File: src/rtl/shop_pkg.sv
package shop_pkg;

  typedef enum logic [1:0] {
    FORM_NONE = 2'd0,
    FORM_IMM  = 2'd1,
    FORM_SHI  = 2'd2,
    FORM_SHR  = 2'd3
  } form_e;

  typedef enum logic [1:0] {
    SH_LSL = 2'd0,
    SH_LSR = 2'd1,
    SH_ASR = 2'd2,
    SH_ROR = 2'd3
  } shkind_e;

  localparam int IMM_BITS  = 8;
  localparam int ROT_BITS  = 4;
  localparam int AMT_BITS  = 8;
  localparam int FAMT_BITS = 5;

endpackage

File: src/rtl/shop_rotr.sv
module shop_rotr #(
  parameter int DW = 32,
  parameter int SW = $clog2(DW)
) (
  input  logic [DW-1:0] din,
  input  logic [SW-1:0] amt,
  output logic [DW-1:0] dout
);

  logic [DW-1:0] stage [SW+1];

  assign stage[0] = din;

  for (genvar i = 0; i < SW; i++) begin : g_stage
    localparam int STEP = 1 << i;
    assign stage[i+1] = amt[i] ? {stage[i][STEP-1:0], stage[i][DW-1:STEP]} : stage[i];
  end

  assign dout = stage[SW];

endmodule

File: src/rtl/shop_decode.sv
module shop_decode
  import shop_pkg::*;
(
  input  logic [31:0]          instr,
  input  logic [AMT_BITS-1:0]  rs_byte,
  output form_e                form,
  output shkind_e              kind,
  output logic [AMT_BITS-1:0]  amount,
  output logic                 field_zero,
  output logic [ROT_BITS-1:0]  rot_field,
  output logic [IMM_BITS-1:0]  imm8
);

  logic [2:0]           cls;
  logic [FAMT_BITS-1:0] famt;
  logic                 unused_hi;

  assign cls       = instr[27:25];
  assign famt      = instr[11:7];
  assign unused_hi = ^{instr[31:28], instr[24:12]};

  always_comb begin
    form = FORM_NONE;
    if (cls == 3'b001) begin
      form = FORM_IMM;
    end else if (cls == 3'b000) begin
      if (!instr[4]) begin
        form = FORM_SHI;
      end else if (!instr[7]) begin
        form = FORM_SHR;
      end
    end
  end

  assign kind       = shkind_e'(instr[6:5]);
  assign amount     = (form == FORM_SHR) ? rs_byte : AMT_BITS'(famt);
  assign field_zero = (form == FORM_SHI) && (famt == '0);
  assign rot_field  = instr[11:8];
  assign imm8       = instr[7:0];

endmodule

File: src/rtl/shop_immgen.sv
module shop_immgen
  import shop_pkg::*;
#(
  parameter int DW = 32
) (
  input  logic [IMM_BITS-1:0] imm8,
  input  logic [ROT_BITS-1:0] rot_field,
  input  logic                carry_in,
  output logic [DW-1:0]       value,
  output logic                cout
);

  localparam int SW = $clog2(DW);

  logic [DW-1:0] base;
  logic [SW-1:0] rot_amt;

  assign base    = DW'(imm8);
  assign rot_amt = SW'({rot_field, 1'b0});

  shop_rotr #(.DW(DW), .SW(SW)) u_rot (
    .din  (base),
    .amt  (rot_amt),
    .dout (value)
  );

  assign cout = (rot_field == '0) ? carry_in : value[DW-1];

endmodule

File: src/rtl/shop_barrel.sv
module shop_barrel
  import shop_pkg::*;
#(
  parameter int DW = 32
) (
  input  logic [DW-1:0]       value,
  input  shkind_e             kind,
  input  logic [AMT_BITS-1:0] amount,
  input  logic                field_zero,
  input  logic                carry_in,
  output logic [DW-1:0]       result,
  output logic                cout
);

  localparam int SW = $clog2(DW);
  localparam int AW = (SW + 1 > AMT_BITS + 1) ? SW + 1 : AMT_BITS + 1;

  logic [AW-1:0]        eff;
  logic [AW-1:0]        asr_amt;
  logic                 rrx;
  logic [DW:0]          lsl_w;
  logic [DW:0]          lsr_w;
  logic signed [DW:0]   asr_in;
  logic signed [DW:0]   asr_w;
  logic [DW-1:0]        ror_w;

  assign eff = (field_zero && (kind == SH_LSR || kind == SH_ASR)) ? AW'(DW) : AW'(amount);
  assign rrx = field_zero && (kind == SH_ROR);

  assign asr_amt = (eff > AW'(DW)) ? AW'(DW + 1) : eff;
  assign lsl_w   = {1'b0, value} << eff;
  assign lsr_w   = {value, 1'b0} >> eff;
  assign asr_in  = {value, 1'b0};
  assign asr_w   = asr_in >>> asr_amt;

  shop_rotr #(.DW(DW), .SW(SW)) u_ror (
    .din  (value),
    .amt  (eff[SW-1:0]),
    .dout (ror_w)
  );

  always_comb begin
    result = value;
    cout   = carry_in;
    if (rrx) begin
      result = {carry_in, value[DW-1:1]};
      cout   = value[0];
    end else if (eff != '0) begin
      case (kind)
        SH_LSL: begin
          result = lsl_w[DW-1:0];
          cout   = lsl_w[DW];
        end
        SH_LSR: begin
          result = lsr_w[DW:1];
          cout   = lsr_w[0];
        end
        SH_ASR: begin
          result = asr_w[DW:1];
          cout   = asr_w[0];
        end
        default: begin
          if (eff[SW-1:0] == '0) begin
            result = value;
            cout   = value[DW-1];
          end else begin
            result = ror_w;
            cout   = ror_w[DW-1];
          end
        end
      endcase
    end
  end

endmodule

File: src/rtl/shop_operand_gen.sv
module shop_operand_gen
  import shop_pkg::*;
#(
  parameter int DW = 32
) (
  input  logic          clk,
  input  logic          rst_n,
  input  logic          in_valid,
  input  logic [31:0]   instr,
  input  logic [DW-1:0] rm_val,
  input  logic [DW-1:0] rs_val,
  input  logic          carry_in,
  output logic          out_valid,
  output logic [DW-1:0] operand,
  output logic          carry_out,
  output logic [1:0]    form
);

  logic [1:0] rst_sync;
  logic       rst_core_n;

  always_ff @(posedge clk or negedge rst_n) begin
    if (!rst_n) begin
      rst_sync <= 2'b00;
    end else begin
      rst_sync <= {rst_sync[0], 1'b1};
    end
  end

  assign rst_core_n = rst_sync[1];

  form_e                dec_form;
  shkind_e              dec_kind;
  logic [AMT_BITS-1:0]  dec_amount;
  logic                 dec_fzero;
  logic [ROT_BITS-1:0]  dec_rot;
  logic [IMM_BITS-1:0]  dec_imm8;
  logic                 unused_rs;

  assign unused_rs = ^rs_val[DW-1:AMT_BITS];

  shop_decode u_dec (
    .instr      (instr),
    .rs_byte    (rs_val[AMT_BITS-1:0]),
    .form       (dec_form),
    .kind       (dec_kind),
    .amount     (dec_amount),
    .field_zero (dec_fzero),
    .rot_field  (dec_rot),
    .imm8       (dec_imm8)
  );

  logic [DW-1:0] imm_val;
  logic          imm_c;

  shop_immgen #(.DW(DW)) u_imm (
    .imm8      (dec_imm8),
    .rot_field (dec_rot),
    .carry_in  (carry_in),
    .value     (imm_val),
    .cout      (imm_c)
  );

  logic [DW-1:0] sh_val;
  logic          sh_c;

  shop_barrel #(.DW(DW)) u_sh (
    .value      (rm_val),
    .kind       (dec_kind),
    .amount     (dec_amount),
    .field_zero (dec_fzero),
    .carry_in   (carry_in),
    .result     (sh_val),
    .cout       (sh_c)
  );

  logic [DW-1:0] op_d,   op_q;
  logic          c_d,    c_q;
  form_e         form_q;
  logic          valid_q;

  always_comb begin
    case (dec_form)
      FORM_IMM: begin
        op_d = imm_val;
        c_d  = imm_c;
      end
      FORM_SHI, FORM_SHR: begin
        op_d = sh_val;
        c_d  = sh_c;
      end
      default: begin
        op_d = '0;
        c_d  = carry_in;
      end
    endcase
  end

  always_ff @(posedge clk or negedge rst_core_n) begin
    if (!rst_core_n) begin
      valid_q <= 1'b0;
      op_q    <= '0;
      c_q     <= 1'b0;
      form_q  <= FORM_NONE;
    end else begin
      valid_q <= in_valid;
      if (in_valid) begin
        op_q   <= op_d;
        c_q    <= c_d;
        form_q <= dec_form;
      end
    end
  end

  assign out_valid = valid_q;
  assign operand   = op_q;
  assign carry_out = c_q;
  assign form      = form_q;

endmodule

File: config.mk
export PLATFORM = sky130hd
export DESIGN_NAME = shop_operand_gen
export DESIGN_NICKNAME = d
export VERILOG_FILES = /design/src/rtl/shop_pkg.sv /design/src/rtl/shop_rotr.sv /design/src/rtl/shop_decode.sv /design/src/rtl/shop_immgen.sv /design/src/rtl/shop_barrel.sv /design/src/rtl/shop_operand_gen.sv
export SDC_FILE = /design/constraint.sdc
export NUM_CORES = 1
export LEC_CHECK = 0
export BUFFER_PORTS_ARGS = -buffer_cell sky130_fd_sc_hd__buf_2
export CAP_MARGIN = 10
export CORE_ASPECT_RATIO = 0.75
export CORE_MARGIN = 2
export CORE_UTILIZATION = 40
export DETAILED_ROUTE_END_ITERATION = 6
export HOLD_SLACK_MARGIN = 0.05
export RECOVER_POWER = 25
export SYNTH_ARGS = -nofsm -noshare
export SYNTH_HDL_FRONTEND = slang
export SYNTH_SLANG_ARGS = --single-unit
File: constraint.sdc
create_clock -name clk -period 1.9 [get_ports clk]
set_input_delay 0.19 -clock clk [delete_from_list [all_inputs] [get_ports clk]]
set_output_delay 0.19 -clock clk [all_outputs]
set_load 0.01 [all_outputs]
==> results of run 1 <==
[timing repair]
action / in CTS
setup buffers: 56
gates resized for setup: 288
cloned: 8
hold buffers: 1
endpoints found under the setup margin: 33
endpoints found under the hold margin: 2
pin swaps: 67
[layer usage]
metal | global-route usage [%] | GRT overflow
met1 | 83.0 | 0
met2 | 86.3 | 4
met5 | 55.4 | 0
met4 | 65.9 | 7
met3 | 72.9 | 1
[metrics by stage]
| stage | setup WS (ns) | cell area [µm²] | std cells |
|---|---|---|---|
| global placement | -1.67 | 17100 | 2585 |
| floorplan | -0.894 | 10900 | 1556 |
| detailed placement | -1.61 | 17100 | 2585 |
| CTS | -0.933 | 19200 | 2651 |
[cell families after synthesis]
logic type | count (synthesis) | synth area share, %
other | 1 | 0.0349
AOI/OAI and AO/OA | 607 | 40.4
and+or+nand+nor | 514 | 22.1
adders and majority gates | 5 | 0.583
buffers and inverters | 187 | 7.43
DFF | 38 | 8.86
muxes | 204 | 20.6
==> reports/results.ini, run 1 <==
[logic_synthesis]
synth_seq_cells=38
avgSynthCellArea_um2=6.90
yosysWarnings=0
synth_edf_count=0
synth_top_cell_by_area=mux2i_1
synth.distinct_cells=90
synth_area_um2=10700
synth_ff_type=dfrtp_1
synth_area_leaders=mux2i_1 15%, dfrtp_1 8.9%, nand2_1 6.3%
syn-num-nets=1661
synth_top_area_share_pct=15.5
syn_inst=1556
synth-seq-area-share_pct=8.86
yosysMostFrequentCell=nand2_1
synthTopCellsByCount=180 x nand2_1, 166 x mux2i_1, 130 x nor2_1, 114 x a21oi_1, 99 x o21ai_0
async_reset_ff_share_pct=100

[die]
start_util_pct=41.0
fp-row-count=51
chipHeight_um=146
io_pins=136
die_width_um=193

[run_status]
status=stopped before the end
haltStage=global routing (5_1_grt)
stop_error=[ERROR GRT-0232] Routing congestion too high. Check the congestion heatmap in the GUI.

[global_routing]
grt_max_degree=34
grtUsageTotal_pct=78.7
gr-total-overflow=12

[clocking]
cts-buffers-inserted=5
cts_buffer_depth=2
clockRootBuffer=clkbuf_16
numClockSinks=38
h-tree-depth=2

[sta]
worst-ep-kind=register input
grt_repair_worst_endpoint=operand[3]$_DFFE_PN0P_/D

[placement]
place_congestion=1.25
post-dp-hpwl_mm=67.3
port_buffers=94

==> run 2, diff against run 1 <==
- CORE_ASPECT_RATIO: 0.75 -> unset
- CORE_UTILIZATION: 40 -> 25
- HOLD_SLACK_MARGIN: 0.05 -> unset
- PLACE_DENSITY_LB_ADDON: unset -> 0.15
==> run 2 against run 1 <==
- the flow now finishes, with violations (setup timing)
- synthesized area did not move
- synthesized cell count did not move
==> reports/results.ini, run 2 <==
[run_status]
status=finished with violations
violations=setup timing

[sta]
worst_hold_slack_ns=0.207
clock.fmax_mhz=325
hold_violations=0
period_share_pct=162
relSlewSlack_pct=47.3
worstMarginPinSlew_ns=0.780
rsz0062_at_grt=true
setup_viol=33
clock_skew_ns=0.0114
slew_violations=0
period_needed_ns=3.08
layout_setup_ws_ns=-1.18

[die]
fp-row-count=75
coreArea_um2=42100
io_pins=136
start_util_pct=25.5
die_area_um2=44600
chipHeight_um=211
die_width_um=211

[placement]
place_area_um2=17600
post-dp-hpwl_mm=80.7
place_congestion=1.08
port_buffers=94

[logic_synthesis]
synth_ff_type=dfrtp_1
synth_top_cell_by_area=mux2i_1
yosysMostFrequentCell=nand2_1
synth_area_um2=10700
synth_seq_cells=38
yosysWarnings=0
synth_edf_count=0
async_reset_ff_share_pct=100
avgSynthCellArea_um2=6.90
synth-seq-area-share_pct=8.86
synth_top_area_share_pct=15.5
syn-num-nets=1661
syn_inst=1556
synth.distinct_cells=90
synth_area_leaders=mux2i_1 15%, dfrtp_1 8.9%, nand2_1 6.3%
synthTopCellsByCount=180 x nand2_1, 166 x mux2i_1, 130 x nor2_1, 114 x a21oi_1, 99 x o21ai_0

[cells_and_area]
largest_register_ffs=32
layout_common_cells=724 x buf_4, 160 x nand2_1, 112 x nor2_1, 90 x mux2i_1, 89 x buf_2
final_area_um2=21900
antenna_cells=0
mostFrequentLayoutCell=buf_4
fin_util_pct=52.1
fill_cells=4089
multiInputGateArea_um2=11700
drive_above_1_share_pct=58.6
fin_nets=2476
regArea_um2=952
syn2layout_area_growth_pct=104

[setup_path]
critPathCaptureType=flop
cp_slowest_cell=or4_4
path_common_cell=buf_6
arrival_ns=3.31
crit_type=in -> reg
r2r_start=operand[18]$_DFFE_PN0P_
crit_path_max_incr_delay_ns=0.52
cp_cell_sequence=buf_6, or3_4, or4_4, buf_6, a211oi_4, buf_4, mux2i_4, buf_6, mux2_4, mux2i_4, a221o_1, o21ai_1, buf_4, a211oi_2
cp-start-kind=input port
required_ns=2.13
reg2reg_slack_ns=-0.06
crit_fanout=4
r2r-end=operand[18]$_DFFE_PN0P_
r2r_cells=7

[power]
max-vdd-ir-drop_mv=0.277
cellPowerDensity_nw_per_um2=417
p_leak_nw=9.45

[clocking]
cts_buffer_depth=2
cts-buffers-inserted=5
h-tree-depth=2
cts_tree=yes
clk_latency_ns=0.31
clockRootBuffer=clkbuf_16
numClockSinks=38
clkTransAtPathRegs_ns=0.07

[global_routing]
antenna_found_initial=5
grt_pass1_vias=18000
gr-total-overflow=0
grt_max_degree=54
grtUsageTotal_pct=44.3
grt_pass1_wl_mm=139

[routing]
routedWlPerCell_um=35.2
drc_errors=0
via_per_inst=6.33
routed_wl_mm=103
drtAntennaViolNets=0
drt_iter0_markers=2193
dr.pass1.iters=6
vias=18400

[job]
maxCapViolCount=0

[worst_hold_path]
hp-class=in -> async

run 2: cell counts after synthesis:
No cell type changed its count.
run 2: how the worst max path moves through the flow:
stage                    from                       to  cells after the start  slack, ns
finish              rs_val[3]   operand[2]$_DFFE_PN0P_                     14      -1.18
floorplan           rs_val[2]  operand[22]$_DFFE_PN0P_                     10      -0.89
detailed placement  rs_val[2]  operand[14]$_DFFE_PN0P_                     14      -1.87
CTS                 rs_val[4]   operand[2]$_DFFE_PN0P_                     14      -1.25
global route        rs_val[3]   operand[2]$_DFFE_PN0P_                     14      -1.20
global placement     instr[7]  operand[28]$_DFFE_PN0P_                     15      -1.92
run 2: per-layer routing:
metal,GRT usage [%],routed length [µm]
met5,0,11
met4,27.5,8740
met3,11.1,11000
met2,66.4,42600
met1,56.9,40200
run 2: repair_timing:
| action | 4_1_cts | 5_1_grt |
|---|---|---|
| setup endpoints to repair | 33 | 33 |
| setup buffers | 65 | 50 |
| gates cloned | 10 | 3 |
| hold buffers | 1 | 0 |
| pin swaps | 92 | 105 |
| resized for setup | 365 | 297 |
| endpoints found under the hold margin | 2 | 0 |
run 2: worst max-delay path: cells and delay by family:
family,cells,cell delay [ns]
muxes,3,0.65
buffers and inverters,5,0.74
and+or+nand+nor,2,0.89
AOI/OAI and AO/OA,4,0.81
run 2: final cells by class:
class / instances / area share (%)
multi-input cells: 1331 / 53.5
repair buffers: 967 / 37.9
flip-flops and latches: 38 / 4.34
well taps: 539 / 3.07
clock buffers: 6 / 0.633
inverters: 28 / 0.479
clock inverters: 2 / 0.0570
run 2: logic make-up (layout without fill, tap and decap cells):
logic type               Yosys count  in the layout  synth area share [%]
AO/OA/AOI/OAI                    607            607                  40.4
adder cells (fa/ha/maj)            5              5                 0.583
buffers and inverters            187           1003                  7.43
flip-flops                        38             38                  8.86
multiplexers                     204            204                  20.6
other                              1              1                0.0349
AND/OR/NAND/NOR                  514            514                  22.1
run 2: power by group:
group          switching (mW)  internal, mW
clock                   0.419         0.522
sequential             0.0619         0.857
combinational            4.03          3.25
run 2: metrics by stage:
| step | power [mW] | setup WS, ns | TNS (ns) | instances |
|---|---|---|---|---|
| 5_1_grt | 9.32 | -1.20 | -34.00 | 2911 |
| 3_5_place_dp | 6.49 | -1.87 | -51.93 | 2801 |
| 3_3_place_gp | 6.53 | -1.92 | -52.61 | 2801 |
| 6_report | 9.14 | -1.18 | -32.87 | 2911 |
| 2_1_floorplan | 3.11 | -0.894 | -24.74 | 1556 |
| 4_1_cts | 8.23 | -1.25 | -34.85 | 2874 |
Power figures use the tool's default switching activity.
